[config.mk]
export PLATFORM = sky130hd
export DESIGN_NAME = adc_sar_sequencer
export DESIGN_NICKNAME = d
export VERILOG_FILES = /design/src/rtl/sar_seq_pkg.sv /design/src/rtl/sar_prescaler.sv /design/src/rtl/sar_trial_reg.sv /design/src/rtl/adc_sar_sequencer.sv
export SDC_FILE = /design/constraint.sdc
export NUM_CORES = 1
export LEC_CHECK = 0
export BUFFER_PORTS_ARGS = -buffer_cell sky130_fd_sc_hd__buf_2
export CAP_MARGIN = 40
export CORE_AREA = 5 5 79 81
export DETAILED_ROUTE_END_ITERATION = 12
export DIE_AREA = 0 0 84 86
export GPL_TIMING_DRIVEN = 0
export PLACE_DENSITY = 0.85
export SLEW_MARGIN = 10
export SYNTH_ARGS = -nofsm -noshare
export SYNTH_HDL_FRONTEND = slang
export SYNTH_HIERARCHICAL = 1
export SYNTH_SLANG_ARGS = --single-unit
[constraint.sdc]
create_clock -name clk -period 2.31 [get_ports clk]
set_input_delay 0.3465 -clock clk [delete_from_list [all_inputs] [get_ports clk]]
set_output_delay 0.3465 -clock clk [all_outputs]
set_load 0.02 [all_outputs]
[src/rtl/sar_seq_pkg.sv]
package sar_seq_pkg;
    localparam int SAR_RES_W      = 10;
    localparam int SAR_NORM_LEN   = 13;
    localparam int SAR_EXT_LEN    = 25;
    localparam int SAR_DIV_STAGES = 7;
    localparam int SAR_CHAN_W     = 3;
    localparam int SAR_REF_W      = 2;
endpackage

[src/rtl/sar_prescaler.sv]
module sar_prescaler #(
    parameter int DIV_STAGES = sar_seq_pkg::SAR_DIV_STAGES,
    parameter int SEL_W      = $clog2(DIV_STAGES + 1)
) (
    input  logic             clk,
    input  logic             rst_n,
    input  logic             en_i,
    input  logic [SEL_W-1:0] sel_i,
    output logic             tick_o
);
    logic [DIV_STAGES-1:0] cnt_d, cnt_q;
    logic [DIV_STAGES-1:0] mask;

    // Low sel_i bits of the counter must all be one for an ADC clock edge.
    always_comb begin
        for (int i = 0; i < DIV_STAGES; i++) begin
            mask[i] = (i < int'(sel_i));
        end
    end

    always_comb begin
        cnt_d  = en_i ? cnt_q + 1'b1 : '0;
        tick_o = en_i && ((cnt_q & mask) == mask);
    end

    always_ff @(posedge clk or negedge rst_n) begin
        if (!rst_n) cnt_q <= '0;
        else        cnt_q <= cnt_d;
    end

    // divider is held cleared while disabled
    p_held_r1: assert property (@(posedge clk) disable iff (!rst_n)
        !en_i |=> (cnt_q == '0));
endmodule

[src/rtl/sar_trial_reg.sv]
module sar_trial_reg #(
    parameter int RES_W = sar_seq_pkg::SAR_RES_W,
    parameter int IDX_W = $clog2(RES_W)
) (
    input  logic             clk,
    input  logic             rst_n,
    input  logic             clr_i,
    input  logic             load_i,
    input  logic             step_i,
    input  logic             cmp_i,
    output logic [RES_W-1:0] code_o
);
    typedef struct packed {
        logic [RES_W-1:0] code;
        logic [IDX_W-1:0] idx;
    } trial_t;

    localparam logic [RES_W-1:0] FIRST_TRIAL = RES_W'(1) << (RES_W - 1);

    trial_t d, q;

    always_comb begin
        d = q;
        if (clr_i) begin
            d.code = '0;
            d.idx  = '0;
        end else if (load_i) begin
            d.code = FIRST_TRIAL;
            d.idx  = IDX_W'(RES_W - 1);
        end else if (step_i) begin
            if (!cmp_i) d.code[q.idx] = 1'b0;
            if (q.idx != '0) begin
                d.code[q.idx - 1'b1] = 1'b1;
                d.idx                = q.idx - 1'b1;
            end
        end
    end

    always_ff @(posedge clk or negedge rst_n) begin
        if (!rst_n) q <= '0;
        else        q <= d;
    end

    assign code_o = q.code;

    // a fresh approximation always opens with the MSB trial
    p_msb_first_r5: assert property (@(posedge clk) disable iff (!rst_n)
        (load_i && !clr_i) |=> (code_o == FIRST_TRIAL));
endmodule

[src/rtl/adc_sar_sequencer.sv]
module adc_sar_sequencer #(
    parameter int RES_W      = sar_seq_pkg::SAR_RES_W,
    parameter int NORM_LEN   = sar_seq_pkg::SAR_NORM_LEN,
    parameter int EXT_LEN    = sar_seq_pkg::SAR_EXT_LEN,
    parameter int DIV_STAGES = sar_seq_pkg::SAR_DIV_STAGES,
    parameter int CHAN_W     = sar_seq_pkg::SAR_CHAN_W,
    parameter int REF_W      = sar_seq_pkg::SAR_REF_W,
    parameter int SEL_W      = $clog2(DIV_STAGES + 1)
) (
    input  logic              clk,
    input  logic              rst_n,
    input  logic              en_i,
    input  logic              start_i,
    input  logic              freerun_i,
    input  logic [SEL_W-1:0]  div_sel_i,
    input  logic [REF_W-1:0]  ref_sel_i,
    input  logic [CHAN_W-1:0] chan_sel_i,
    input  logic              cmp_i,
    output logic [RES_W-1:0]  dac_code_o,
    output logic              sample_o,
    output logic [RES_W-1:0]  result_o,
    output logic              done_o,
    output logic              busy_o,
    output logic [CHAN_W-1:0] chan_act_o,
    output logic [REF_W-1:0]  ref_act_o
);
    localparam int STEP_W = $clog2(EXT_LEN + 1);
    // Sample lands two clocks before the RES_W bit trials and the final clock.
    localparam logic [STEP_W-1:0] N_SAMP = STEP_W'(NORM_LEN - RES_W - 2);
    localparam logic [STEP_W-1:0] E_SAMP = STEP_W'(EXT_LEN - RES_W - 2);
    localparam logic [STEP_W-1:0] N_LAST = STEP_W'(NORM_LEN - 1);
    localparam logic [STEP_W-1:0] E_LAST = STEP_W'(EXT_LEN - 1);

    typedef struct packed {
        logic              pend;
        logic              busy;
        logic              longc;
        logic [STEP_W-1:0] step;
        logic              parity;
        logic              first;
        logic [REF_W-1:0]  ref_act;
        logic [CHAN_W-1:0] chan_act;
        logic [RES_W-1:0]  result;
        logic              done;
        logic              sample;
    } seq_t;

    seq_t d, q;

    logic              tick;
    logic [RES_W-1:0]  code;
    logic [STEP_W-1:0] samp_step, last_step;
    logic              diff_req, ext_need, done_tick, start_ok, launch;
    logic              trial_load, trial_step;

    sar_prescaler #(
        .DIV_STAGES (DIV_STAGES),
        .SEL_W      (SEL_W)
    ) u_div (
        .clk    (clk),
        .rst_n  (rst_n),
        .en_i   (en_i),
        .sel_i  (div_sel_i),
        .tick_o (tick)
    );

    sar_trial_reg #(
        .RES_W (RES_W)
    ) u_trial (
        .clk    (clk),
        .rst_n  (rst_n),
        .clr_i  (!en_i),
        .load_i (trial_load),
        .step_i (trial_step),
        .cmp_i  (cmp_i),
        .code_o (code)
    );

    always_comb begin
        samp_step  = q.longc ? E_SAMP : N_SAMP;
        last_step  = q.longc ? E_LAST : N_LAST;
        diff_req   = chan_sel_i[CHAN_W-1];
        ext_need   = q.first || (ref_sel_i != q.ref_act)
                     || (diff_req && (chan_sel_i != q.chan_act));
        done_tick  = tick && q.busy && (q.step == last_step);
        start_ok   = tick && !q.busy && q.pend && (!diff_req || !q.parity);
        launch     = start_ok || (done_tick && freerun_i);
        trial_load = tick && q.busy && (q.step == samp_step);
        trial_step = tick && q.busy && (q.step > samp_step) && (q.step < last_step);
    end

    always_comb begin
        d        = q;
        d.done   = 1'b0;
        d.sample = 1'b0;
        if (!en_i) begin
            d.pend   = 1'b0;
            d.busy   = 1'b0;
            d.step   = '0;
            d.parity = 1'b0;
            d.first  = 1'b1;
        end else begin
            if (start_i && !q.busy) d.pend = 1'b1;
            if (tick) begin
                d.parity = ~q.parity;
                if (q.busy) begin
                    d.step = q.step + 1'b1;
                    if (q.step == samp_step) d.sample = 1'b1;
                end
                if (done_tick) begin
                    d.result = code;
                    d.done   = 1'b1;
                    d.busy   = 1'b0;
                end
                if (launch) begin
                    d.busy     = 1'b1;
                    d.pend     = 1'b0;
                    d.step     = start_ok ? STEP_W'(1) : '0;
                    d.longc    = ext_need;
                    d.first    = 1'b0;
                    d.ref_act  = ref_sel_i;
                    d.chan_act = chan_sel_i;
                end
            end
        end
    end

    always_ff @(posedge clk or negedge rst_n) begin
        if (!rst_n) begin
            q       <= '0;
            q.first <= 1'b1;
        end else begin
            q <= d;
        end
    end

    assign dac_code_o = code;
    assign sample_o   = q.sample;
    assign result_o   = q.result;
    assign done_o     = q.done;
    assign busy_o     = q.busy || q.pend;
    assign chan_act_o = q.chan_act;
    assign ref_act_o  = q.ref_act;

    // disabling kills any conversion with no result
    p_abort_r10: assert property (@(posedge clk) disable iff (!rst_n)
        !en_i |=> (!busy_o && !done_o));

    // done is a single-cycle pulse
    p_done_pulse_r6: assert property (@(posedge clk) disable iff (!rst_n)
        done_o |=> !done_o);

    // after a done, busy follows the mode that was in force
    p_mode_end_r8: assert property (@(posedge clk) disable iff (!rst_n)
        done_o |-> (busy_o == $past(freerun_i)));

    // the sample strobe only occurs inside a conversion
    p_sample_busy_r4: assert property (@(posedge clk) disable iff (!rst_n)
        sample_o |-> busy_o);
endmodule

# Yosys cells after proc, flatten, opt, wreduce, memory -nomap -nowiden
# Index checks and enable logic that the tools add are counted.
# word_totals
wordCells	103
output_inout_bits	28
reg_bits	48
# classes
bitwise_logic	5
addsub	3
muxes	28
n_reduce_logical	29
n_eq_ne	11
n_lt_le_gt_ge	13
# op_table
op	n
$mux W14	4
$mux W10	4
$mux W27	1
$logic_and A1 B1 Y1	14
$mux W7	2
$ne A3 B1 Y1 const B	4
$mux W11	1
$and A10 B10 Y10	1
$lt A4 B5 Y1 const B	2
$mux W5	2
$not A10 Y10	1
$or A10 B10 Y10	1
$lt A3 B3 Y1 const A	3
$demux W1 S4	2
$ge A4 B1 Y1 const B	2
$mux W8	1
$reduce_and A2 Y1	4
$add A7 B1 Y7 const B	1
$and A7 B7 Y7	1
$eq A7 B7 Y1	1
$mux W1	7
$lt A1 B3 Y1 const A	2
$lt A2 B3 Y1 const A	2
$mux W6	1
16 further kinds	25

# Logic depth before layout (Yosys ltp)
# Gate-level depths: netlist of the first run.
# depth
word_depth	15
depth_mapped	12
mapped_depth_nobuf	11

# Cells and area by module
# The synthesis of the first run kept the hierarchy.
# modules_own_cells
module	seq_area_each_um2	n_inst	area_each_um2	cells_each
adc_sar_sequencer	676.9	1	1516.5	133
sar_trial_reg	350.3	1	782.0	86
sar_prescaler	175.2	1	360.3	37

# Worst setup path after synthesis of the first run
# OpenSTA, ideal clock, no wires.
# synth_timing
kind	reg2reg
from	register u_div.cnt_q[2]
to	register u_trial.q, in the netlist u_trial/code_o[1]
path_stages_with_launch	12
arrival_ns	2.085
required_ns	2.178
synth_period_minus_slack_ns	2.217
setup_ns	0.132
setup_slack_ns	0.093
n_path_buf	1
cell_sequence	dfrtp_1 -> o21ai_0 -> a21o_1 -> a21oi_1 -> buf_2 -> nand2_1 -> nor2_1 -> o221ai_1 -> nor2_1 -> nand3b_1 -> o311ai_1 -> o21ai_1
# synth_via
elab_chain_cells	7
word_cells_on_any_way	10
cone_classes	eq/ne (2); mux (2); bitwise (1); reduce/logical (5)
# synth_rtl
element	line_no	text
start, declared	sar_prescaler.sv:11	logic [DIV_STAGES-1:0] cnt_d, cnt_q;
start signal, assigned	sar_prescaler.sv:28	else cnt_q <= cnt_d;
$and A7 B7 Y7	sar_prescaler.sv:23	tick_o = en_i && ((cnt_q & mask) == mask);
$eq A7 B7 Y1	sar_prescaler.sv:23	
$logic_and A1 B1 Y1	sar_prescaler.sv:23	
named net tick	adc_sar_sequencer.sv:50	logic tick;
$logic_and A1 B1 Y1 (3 in series)	adc_sar_sequencer.sv:89	trial_step = tick && q.busy && (q.step > samp_step) && (q.step < last_step);
named net trial_step	adc_sar_sequencer.sv:54	logic trial_load, trial_step;
$ne A3 B1 Y1 (no source line)	--	
end signal, assigned	sar_trial_reg.sv:40	if (!rst_n) q <= '0;
end signal, assigned	sar_trial_reg.sv:41	else q <= d;
end, declared	sar_trial_reg.sv:20	trial_t d, q;
# The timed path passes the listed nets, and every way through them passes these cells.
# A chain may end at the register's enable or synchronous reset.

# Final worst setup path of the first run
# layout_timing
from	register u_div.cnt_q[0]
to	register q, in the netlist result_o[3]
# layout_via
elab_chain_cells	6
# layout_rtl
element	line_no	text
$and A7 B7 Y7 *	sar_prescaler.sv:23	
$eq A7 B7 Y1 *	sar_prescaler.sv:23	
$logic_and A1 B1 Y1 *	sar_prescaler.sv:23	
named net tick	adc_sar_sequencer.sv:50	
$logic_and A1 B1 Y1 (2 in series)	adc_sar_sequencer.sv:85	done_tick = tick && q.busy && (q.step == last_step);
$reduce_and A3 Y1 (no source line) *	--	
end, declared	adc_sar_sequencer.sv:48	seq_t d, q;
# The timed path passes the listed nets; every way through them passes the cells marked *.

==> results.toml, run 1 <==
[yosys]
synth-simple-area-share = 0.1685
yosys_most_used_dff = "dfrtp_1"
syn-cell-area_um2 = 2659
synth-compound-area-share = 0.1299
async_reset_ff_frac = 1.000
postSynthAreaPerCell_um2 = 10.39
netlist_instances = 256
synth_edf_count = 0
synthAdderAreaFrac = 0.03765
synth_warnings = 6
synth_xor_area_frac = 0.02965
ys_ff_latch = 48
yosysSeqAreaShare = 0.4522
synthDistinctLibCells = 59
muxShareOfSynthArea = 0.08000
syn_nets = 278
synth_top_family_by_area = "simple AND/OR/NAND/NOR gates"

[detailed_routing]
wl_met1_mm = 2.270
dr.max_layer_used = "met4"
drc = 0
first_iter_violations = 172
final_antenna_net_count = 0
totalWireLength_mm = 5.409
vias = 2068
route.met3.wl_um = 349
vias_per_cell = 5.316
dr_wl_met2_mm = 2.701
drt-pass1-iter-count = 4
wl_per_cell_um = 13.90

[run]
drv_cap = 0

[critical_path]
startpoint_type = "flop"
required_ns = 2.49
cp_data_arrival_time_ns = 2.40
crit_path_end_kind = "flop"
crit_type = "reg2reg"
path_max_fanout = 10
reg2regPathDepth = 11

[global_route]
grtUsageTotal = 0.1560
antenna_found_initial = 0
gr-total-overflow = 0
grt_max_degree = 37
grt_pass1_vias = 2074
grt_pass1_wl_mm = 9.301

[cells_and_area]
stdcell_area_um2 = 3227
ff_latch_area_um2 = 1204
final.fill_count = 457
multi_input_comb_area_um2 = 1252
post-route-util = 0.5970
fin_cells = 389
diodes = 0
area_delta_synth_final_pct = 21.36
final_layout_size_suffix_gt1_frac = 0.4101
nNetsFinal = 338

[cts]
path_clk_slew_ns = 0.09
htreeDepth = 2
cts.sinks = 48
cts_tree = "yes"
clk_latency_ns = 0.29
root_buffer = "clkbuf_8"
cts_made_buffers = 5
cts_buffer_depth = 2

[floorplanning]
pin_count = 42
fp-row-count = 27
die_y_um = 86
core_um2 = 5405
die_width_um = 84
fp.dieArea_um2 = 7224
start_util = 0.4919

[timing]
rsz0062_at_grt = "yes"
fmax_mhz = 450.7
maxSlewHeadroom = 0.7259
setup_viol = 0
fin_crit_sh = 0.9605
hold_violations = 0
drv_slew = 0
period_needed_ns = 2.219
finClkSkew_ns = 0.007364
worstMarginPinSlew_ns = 0.4058

[power_and_ir_drop]
max-vdd-ir-drop_mv = 0.4365
power_uw = 1525
leakage_uw = 0.001611
p_per_area_nw_per_um2 = 472.5

[placed_design]
gp_congestion = 0.9052
portBuffers = 40
dp.cells = 369
placed_area_um2 = 2969
place_hpwl_mm = 3.921

[outcome]
status = "finished clean"

[worst_hold_path]
hold_path_class = "in2reg"
min_path_cells = 3
[where the power goes]
part           internal (µW)  total (µW)  leakage (µW)  switching [µW]
Sequential               857         873      0.000654            16.6
Combinational           63.4         142      0.000912            79.0
Clock                    243         509     0.0000445             266
Total                   1160        1520       0.00161             361
[metrics by stage]
step / TNS [ns] / setup WS (ns) / hold slack, ns
final: 0 / 0.09131 / 0.3011
after CTS: -0.0006921 / -0.0006921 / 0.2974
after floorplan: 0 / 0.09301 / 0.05091
after global routing: -0.05446 / -0.02315 / 0.3032
after detailed placement: -3.889 / -0.4395 / 0.2540
after global placement: -3.028 / -0.3322 / 0.4890
[layout make-up]
type	instances	area share
clock inverters	1	0.002326
flip-flops and latches	48	0.3730
multi-input cells	165	0.3881
inverters	11	0.01280
well taps	72	0.02792
plain buffers	32	0.07212
clock buffers	7	0.02675
repair buffers	53	0.09694
[state kept, by name, summed over array words and instances, names as in the netlist]
register and cells:
chan_act_o 3, u_trial/q 4, u_trial/code_o 10, ref_act_o 2
done_o 1, sample_o 1, q 10, u_div/cnt_q 7
result_o 10
[final timing paths]
check / startpoint / to / slack, ns
max in group asynchronous: rst_n / q[17]$_DFFE_PN1P_ / 1.28
worst max-delay path: u_div/cnt_q[0]$_DFF_PN0_ / result_o[3]$_DFFE_PN0P_ / 0.09
worst min register to register: u_div/cnt_q[0]$_DFF_PN0_ / u_div/cnt_q[0]$_DFF_PN0_ / 0.51
worst min-delay path: start_i / q[26]$_DFF_PN0_ / 0.30
min in group asynchronous: rst_n / result_o[6]$_DFFE_PN0P_ / 0.47
worst max register to register: u_div/cnt_q[0]$_DFF_PN0_ / result_o[3]$_DFFE_PN0P_ / 0.09
[cell usage after synthesis, drive strengths merged, types with 2 or more instances]
cell,instances,area share
o22ai,3,0.0071
nand2b,3,0.0080
nor2,11,0.016
a21boi,2,0.0056
nand3b,3,0.0085
buf,31,0.085
nor4,4,0.0094
nand3,11,0.023
ha,8,0.038
nand4,2,0.0047
a211oi,2,0.0056
dfrtp,47,0.44
o31ai,3,0.010
inv,11,0.016
or2,3,0.0071
nor2b,2,0.0047
xor2,3,0.0099
mux2,15,0.076
a21oi,9,0.017
and2,6,0.015
o311ai,4,0.013
or3,4,0.011
a31oi,2,0.0047
o21ai,13,0.029
and3,3,0.0089
nor3,2,0.0038
nand2,24,0.035
o211ai,2,0.0056
xnor2,6,0.020
o32ai,2,0.0066
[cells in the final DEF, fill, tap and decap left out, drive strengths merged, types with 3 or more instances in the layout]
cell type  instances
a21oi              9
and2               6
and3               3
buf               83
clkbuf             8
dfrtp             47
ha                 8
inv               11
mux2              15
nand2             24
nand2b             3
nand3             11
nand3b             3
nor2              11
nor4               4
o21ai             13
o22ai              3
o311ai             4
o31ai              3
or2                3
or3                4
xnor2              6
xor2               3
[metal layers]
metal	up-vias	track usage
li1	1001	-
met2	85	0.2675
met5	-	0
met1	970	0.1906
met4	0	0.05994
met3	12	0.03746
[critical path, stage by stage, from the launching register on]
cell and delay (ns):
dfrtp_1 0.41, nand2_2 0.08, o21ai_1 0.09, nand4_1 0.12, a21oi_2 0.12, buf_4 0.14
buf_4 0.15, and4_1 0.23, and3_4 0.21, nand2_2 0.07, buf_6 0.17, mux2_4 0.31
[kinds of logic after synthesis]
family | after synthesis
AOI/OAI and AO/OA | 50
buffers and inverters | 43
and+or+nand+nor | 82
xor gates and xnor gates | 9
DFF | 48
adders and majority gates | 8
muxes | 16
[what timing repair did]
item | in CTS | in global routing
setup endpoints to repair | 14 | 21
buffers inserted | 7 | 4
resized for setup | 12 | 9
pin swaps | 6 | 3
hold buffers | 1 | 0
endpoints found under the hold margin | 12 | 0
Note: power is estimated with default switching activity, not from simulation.
==> run 2: changes to the inputs <==
Settings changed: CTS_CLUSTER_SIZE set to 24.
Clock period 2.31 ns to 1.8 ns, I/O delays scaled along.
==> results.toml, run 2 (same netlist as run 1, synthesis figures left out) <==
[outcome]
status = "finished, violations left"
violations = "negative setup slack"

[cells_and_area]
mostFrequentLayoutCell = "buf_4"
multi_input_comb_area_um2 = 1434
mostFrequentLayoutCells = "buf_4 (50), dfrtp_1 (45), buf_2 (42)"
nNetsFinal = 354
stdcell_area_um2 = 3598
area_delta_synth_final_pct = 35.34
post-route-util = 0.6657
ff_latch_area_um2 = 1205
final_layout_size_suffix_gt1_frac = 0.5045
final.fill_count = 425
diodes = 0

[cts]
cts.sinks = 48
cts_buffer_depth = 2
path_clk_slew_ns = 0.09
root_buffer = "clkbuf_8"
cts_made_buffers = 5
htreeDepth = 2
cts_tree = "yes"
clk_latency_ns = 0.30

[global_route]
gr-total-overflow = 0
antenna_found_initial = 0
grtUsageTotal = 0.1745
grt_max_degree = 32
grt_pass1_vias = 2314
grt_pass1_wl_mm = 10.36

[timing]
hold_violations = 0
fin_tns_setup_ns = -12.75
fmax_mhz = 442.0
worstMarginPinSlew_ns = 0.4535
fin_ws_ns = -0.4626
setup_viol = 38
rsz0062_at_grt = "yes"
maxSlewHeadroom = 0.6899
holdWs_ns = 0.2238
period_needed_ns = 2.263
fin_crit_sh = 1.257
finClkSkew_ns = 0.008068
drv_slew = 0

[placed_design]
gp_congestion = 0.9289
portBuffers = 40
placed_area_um2 = 3014
pre_cts_slack_ns = -0.7080
place_hpwl_mm = 3.813

[critical_path]
path_max_fanout = 5
startpoint_type = "flop"
cp_data_arrival_time_ns = 2.44
crit_path_end_kind = "flop"
required_ns = 1.98
crit_type = "reg2reg"

[floorplanning]
start_util = 0.4919
fp.dieArea_um2 = 7224
pin_count = 42
die_width_um = 84
core_um2 = 5405
fp-row-count = 27
die_y_um = 86

[detailed_routing]
vias_per_cell = 5.415
vias = 2193
drt-pass1-iter-count = 4
wl_per_cell_um = 15.91
drc = 0
totalWireLength_mm = 6.442
first_iter_violations = 87
final_antenna_net_count = 0

[power_and_ir_drop]
p_per_area_nw_per_um2 = 585.7
leakage_uw = 0.001782
max-vdd-ir-drop_mv = 0.4742

[worst_hold_path]
hold_path_class = "in2reg"

[run]
drv_cap = 0
## run 2: cell count changes in the layout (fill, tap and decap cells not counted), moves of 4 or more
cell | previous run | this run
buf_4 | 38 | 50
mux2_2 | 6 | 1
mux2_4 | 9 | 14
nand2_1 | 20 | 16
## run 2: report_power, final
part	switching [µW]	internal (µW)	total (µW)
combinational	114	98.8	212
clock	361	413	774
sequential	22.3	1100	1120
## run 2: metal layers
layer | global-route usage | wire length (µm)
met1 | 0.1891 | 2510
met2 | 0.3268 | 3472
met3 | 0.04131 | 308
met4 | 0.07018 | 151
met5 | 0 | 0
## run 2: final timing paths
path,cells after the start,startpoint,to,slack (ns)
min in group asynchronous,2,rst_n,result_o[0]$_DFFE_PN0P_,0.42
max in group asynchronous,3,rst_n,q[17]$_DFFE_PN1P_,0.79
hold reg to reg,1,result_o[1]$_DFFE_PN0P_,result_o[1]$_DFFE_PN0P_,0.52
setup reg to reg,13,u_div/cnt_q[0]$_DFF_PN0_,u_trial/code_o[2]$_DFFE_PN0P_,-0.46
hold / removal,2,chan_sel_i[0],chan_act_o[0]$_DFFE_PN0P_,0.22
setup / recovery,13,u_div/cnt_q[0]$_DFF_PN0_,u_trial/code_o[2]$_DFFE_PN0P_,-0.46
## run 2: per-stage QoR
step / cells / power (µW)
2_1_floorplan: 256 / 1249
3_3_place_gp: 368 / 1317
3_5_place_dp: 369 / 1328
4_1_cts: 398 / 2108
5_1_grt: 405 / 2185
6_report: 405 / 2108
## run 2: cell type report
type,count,area share
clock buffers,6,0.02017
inverters,11,0.01147
flip-flops and latches,48,0.3348
clock inverters,2,0.009736
multi-input cells,165,0.3985
well taps,72,0.02503
plain buffers,32,0.06780
repair buffers,69,0.1325
## run 2: critical path, cell delays in order, from the launching register on
cell and delay, ns:
dfrtp_1 0.42, nand2_2 0.09, o21ai_2 0.06, nand4_1 0.12, a21oi_2 0.15, buf_4 0.14, nand2_4 0.05, nor2_4 0.10
o221ai_4 0.11, nor2_4 0.20, buf_6 0.12, nand3b_1 0.17, o311ai_2 0.29, o21ai_1 0.10
## run 2: timing repair
action	CTS	global route
gates resized for setup	29	21
pin swaps	20	17
setup endpoints to repair	39	39
hold endpoints to repair	17	0
hold buffers	1	0
gates cloned	1	0
setup buffers	19	10
==> run 3: changes to the inputs <==
Settings changed: CORE_AREA 5 5 79 81 to 5 5 75 77, DIE_AREA 0 0 84 86 to 0 0 80 82, PLACE_DENSITY 0.85 to 0.89.
Clock period 1.8 ns to 2.3 ns, I/O delays scaled along.
==> results.toml, run 3 (same netlist as run 1, synthesis figures left out) <==
[outcome]
status = "finished clean"

[global_route]
grt_pass1_vias = 2093
grt_pass1_wl_mm = 9.528
antenna_found_initial = 0
grt_max_degree = 33
gr-total-overflow = 0
grtUsageTotal = 0.1856

[worst_hold_path]
min_path_cells = 3
hold_path_end = "q[26]$_DFF_PN0_"
min_from = "start_i"
hold_path_class = "in2reg"

[placed_design]
pre_cts_slack_ns = -0.4258
dp.cells = 367
placed_area_um2 = 2967
gp_congestion = 0.9232
place_hpwl_mm = 3.912
portBuffers = 40

[power_and_ir_drop]
leakage_uw = 0.001637
p_per_area_nw_per_um2 = 511.4
max-vdd-ir-drop_mv = 0.3770
power_uw = 1670

[floorplanning]
fp.dieArea_um2 = 6560
die_y_um = 82
start_util = 0.5377
pin_count = 42
fp-row-count = 26
core_um2 = 4945
die_width_um = 80

[cells_and_area]
mostFrequentLayoutCell = "dfrtp_1"
mostFrequentLayoutCells = "dfrtp_1 (45), buf_2 (43), buf_4 (40)"
stdcell_area_um2 = 3266
nNetsFinal = 340
final.fill_count = 399
final_layout_size_suffix_gt1_frac = 0.4169
diodes = 0
fin_cells = 389
area_delta_synth_final_pct = 22.82

[critical_path]
ff2ff_setup_slack_ns = 0.08
cp_top_family = "simple AND/OR/NAND/NOR gates"
reg2regPathDepth = 10
cpMostUsedCell = "buf_4"
crit_type = "reg2reg"
required_ns = 2.49
r2r_end = "result_o[4]$_DFFE_PN0P_"
startpoint_type = "flop"
crit_path_max_incr_delay_ns = 0.40
cp_slowest_cell = "dfrtp_1"
cp_data_arrival_time_ns = 2.41
crit_path_end_kind = "flop"
worstPathCellList = "o21ai_1 > a21o_1 > a21oi_2 > buf_4 > buf_4 > and4_4 > and3_4 > nand2_2 > buf_8 > mux2_4"
path_max_fanout = 10
reg2reg_from = "u_div/cnt_q[4]$_DFF_PN0_"
path_buf_inv = 3

[timing]
fin_crit_sh = 0.9635
drv_slew = 0
period_needed_ns = 2.216
fin_tns_setup_ns = 0
maxSlewHeadroom = 0.7191
finClkSkew_ns = 0.007172
fin_ws_ns = 0.08392
fmax_mhz = 451.2
hold_violations = 0
setup_viol = 0
rsz0062_at_grt = "yes"
worstMarginPinSlew_ns = 0.4158

[detailed_routing]
totalWireLength_mm = 5.740
vias_per_cell = 5.398
drt-pass1-iter-count = 5
first_iter_violations = 152
drc = 0
final_antenna_net_count = 0
vias = 2100
wl_per_cell_um = 14.76

[cts]
cts_made_buffers = 5
htreeDepth = 2
root_buffer = "clkbuf_8"
cts_tree = "yes"
cts_buffer_depth = 2
clk_latency_ns = 0.30
cts.sinks = 48
path_clk_slew_ns = 0.09

[run]
drv_cap = 0
-- run 3: cell types whose count changed in the layout (fill, tap and decap cells not counted), moves of 3 or more --
cell,previous run,this run
buf_6,3,0
nand2_2,5,2
nand2_1,16,21
mux2_4,14,9
buf_4,50,40
mux2_2,1,6
-- run 3: worst min-delay path, stage by stage --
cell and delay [ns]:
buf_2 0.08, a21oi_1 0.05, nor2_1 0.07
-- run 3: worst max-delay path by stage --
stage	startpoint	endpoint	slack [ns]	cells after the start
finish	u_div/cnt_q[4]$_DFF_PN0_	result_o[4]$_DFFE_PN0P_	0.08	10
global route	u_div/cnt_q[4]$_DFF_PN0_	u_trial/code_o[1]$_DFFE_PN0P_	-0.07	12
CTS	u_div/cnt_q[2]$_DFF_PN0_	chan_act_o[1]$_DFFE_PN0P_	0.03	9
detailed placement	div_sel_i[1]	u_trial/code_o[7]$_DFFE_PN0P_	-0.43	13
global placement	div_sel_i[1]	u_trial/code_o[1]$_DFFE_PN0P_	-0.30	13
floorplan	u_div/cnt_q[2]$_DFF_PN0_	u_trial/code_o[1]$_DFFE_PN0P_	0.08	11
-- run 3: metrics by stage --
step	utilization	hold slack [ns]
2_1_floorplan	-	0.04941
3_3_place_gp	0.5959	0.4904
3_5_place_dp	0.5999	0.3017
4_1_cts	0.6437	0.2850
5_1_grt	0.6604	0.2874
6_report	0.6604	0.2904
-- run 3: where the power goes --
part / internal [µW] / total (µW) / switching (µW) / leakage (µW)
sequential: 860 / 875 / 15.2 / 0.000653
combinational: 69.7 / 153 / 83.5 / 0.000923
clock: 356 / 641 / 286 / 0.0000614
total: 1290 / 1670 / 384 / 0.00164
-- run 3: layout make-up --
type | instances | area, µm² | area share
Multi-Input combinational cell | 165 | 1246 | 0.3816
Sequential cell | 48 | 1205 | 0.3690
Timing Repair Buffer | 55 | 327.8 | 0.1004
Buffer | 32 | 236.5 | 0.07241
Tap cell | 70 | 87.58 | 0.02682
Clock buffer | 6 | 82.58 | 0.02529
Inverter | 11 | 41.29 | 0.01264
Clock inverter | 2 | 38.79 | 0.01188
-- run 3: layer usage --
metal | wire length [µm] | vias to the layer above | share of wire | global-route usage
met3 | 292 | 12 | 0.051 | 0.03399
met5 | 0 | - | 0 | 0
met1 | 2433 | 999 | 0.42 | 0.2252
met2 | 2906 | 80 | 0.51 | 0.3212
met4 | 107 | 0 | 0.019 | 0.08446
li1 | - | 1009 | - | -
-- run 3: what timing repair did --
action,4_1_cts,5_1_grt
pin swaps,6,7
endpoints found under the setup margin,14,26
endpoints found under the hold margin,15,0
hold buffers,1,0
buffers inserted,7,6
gates resized for setup,10,11
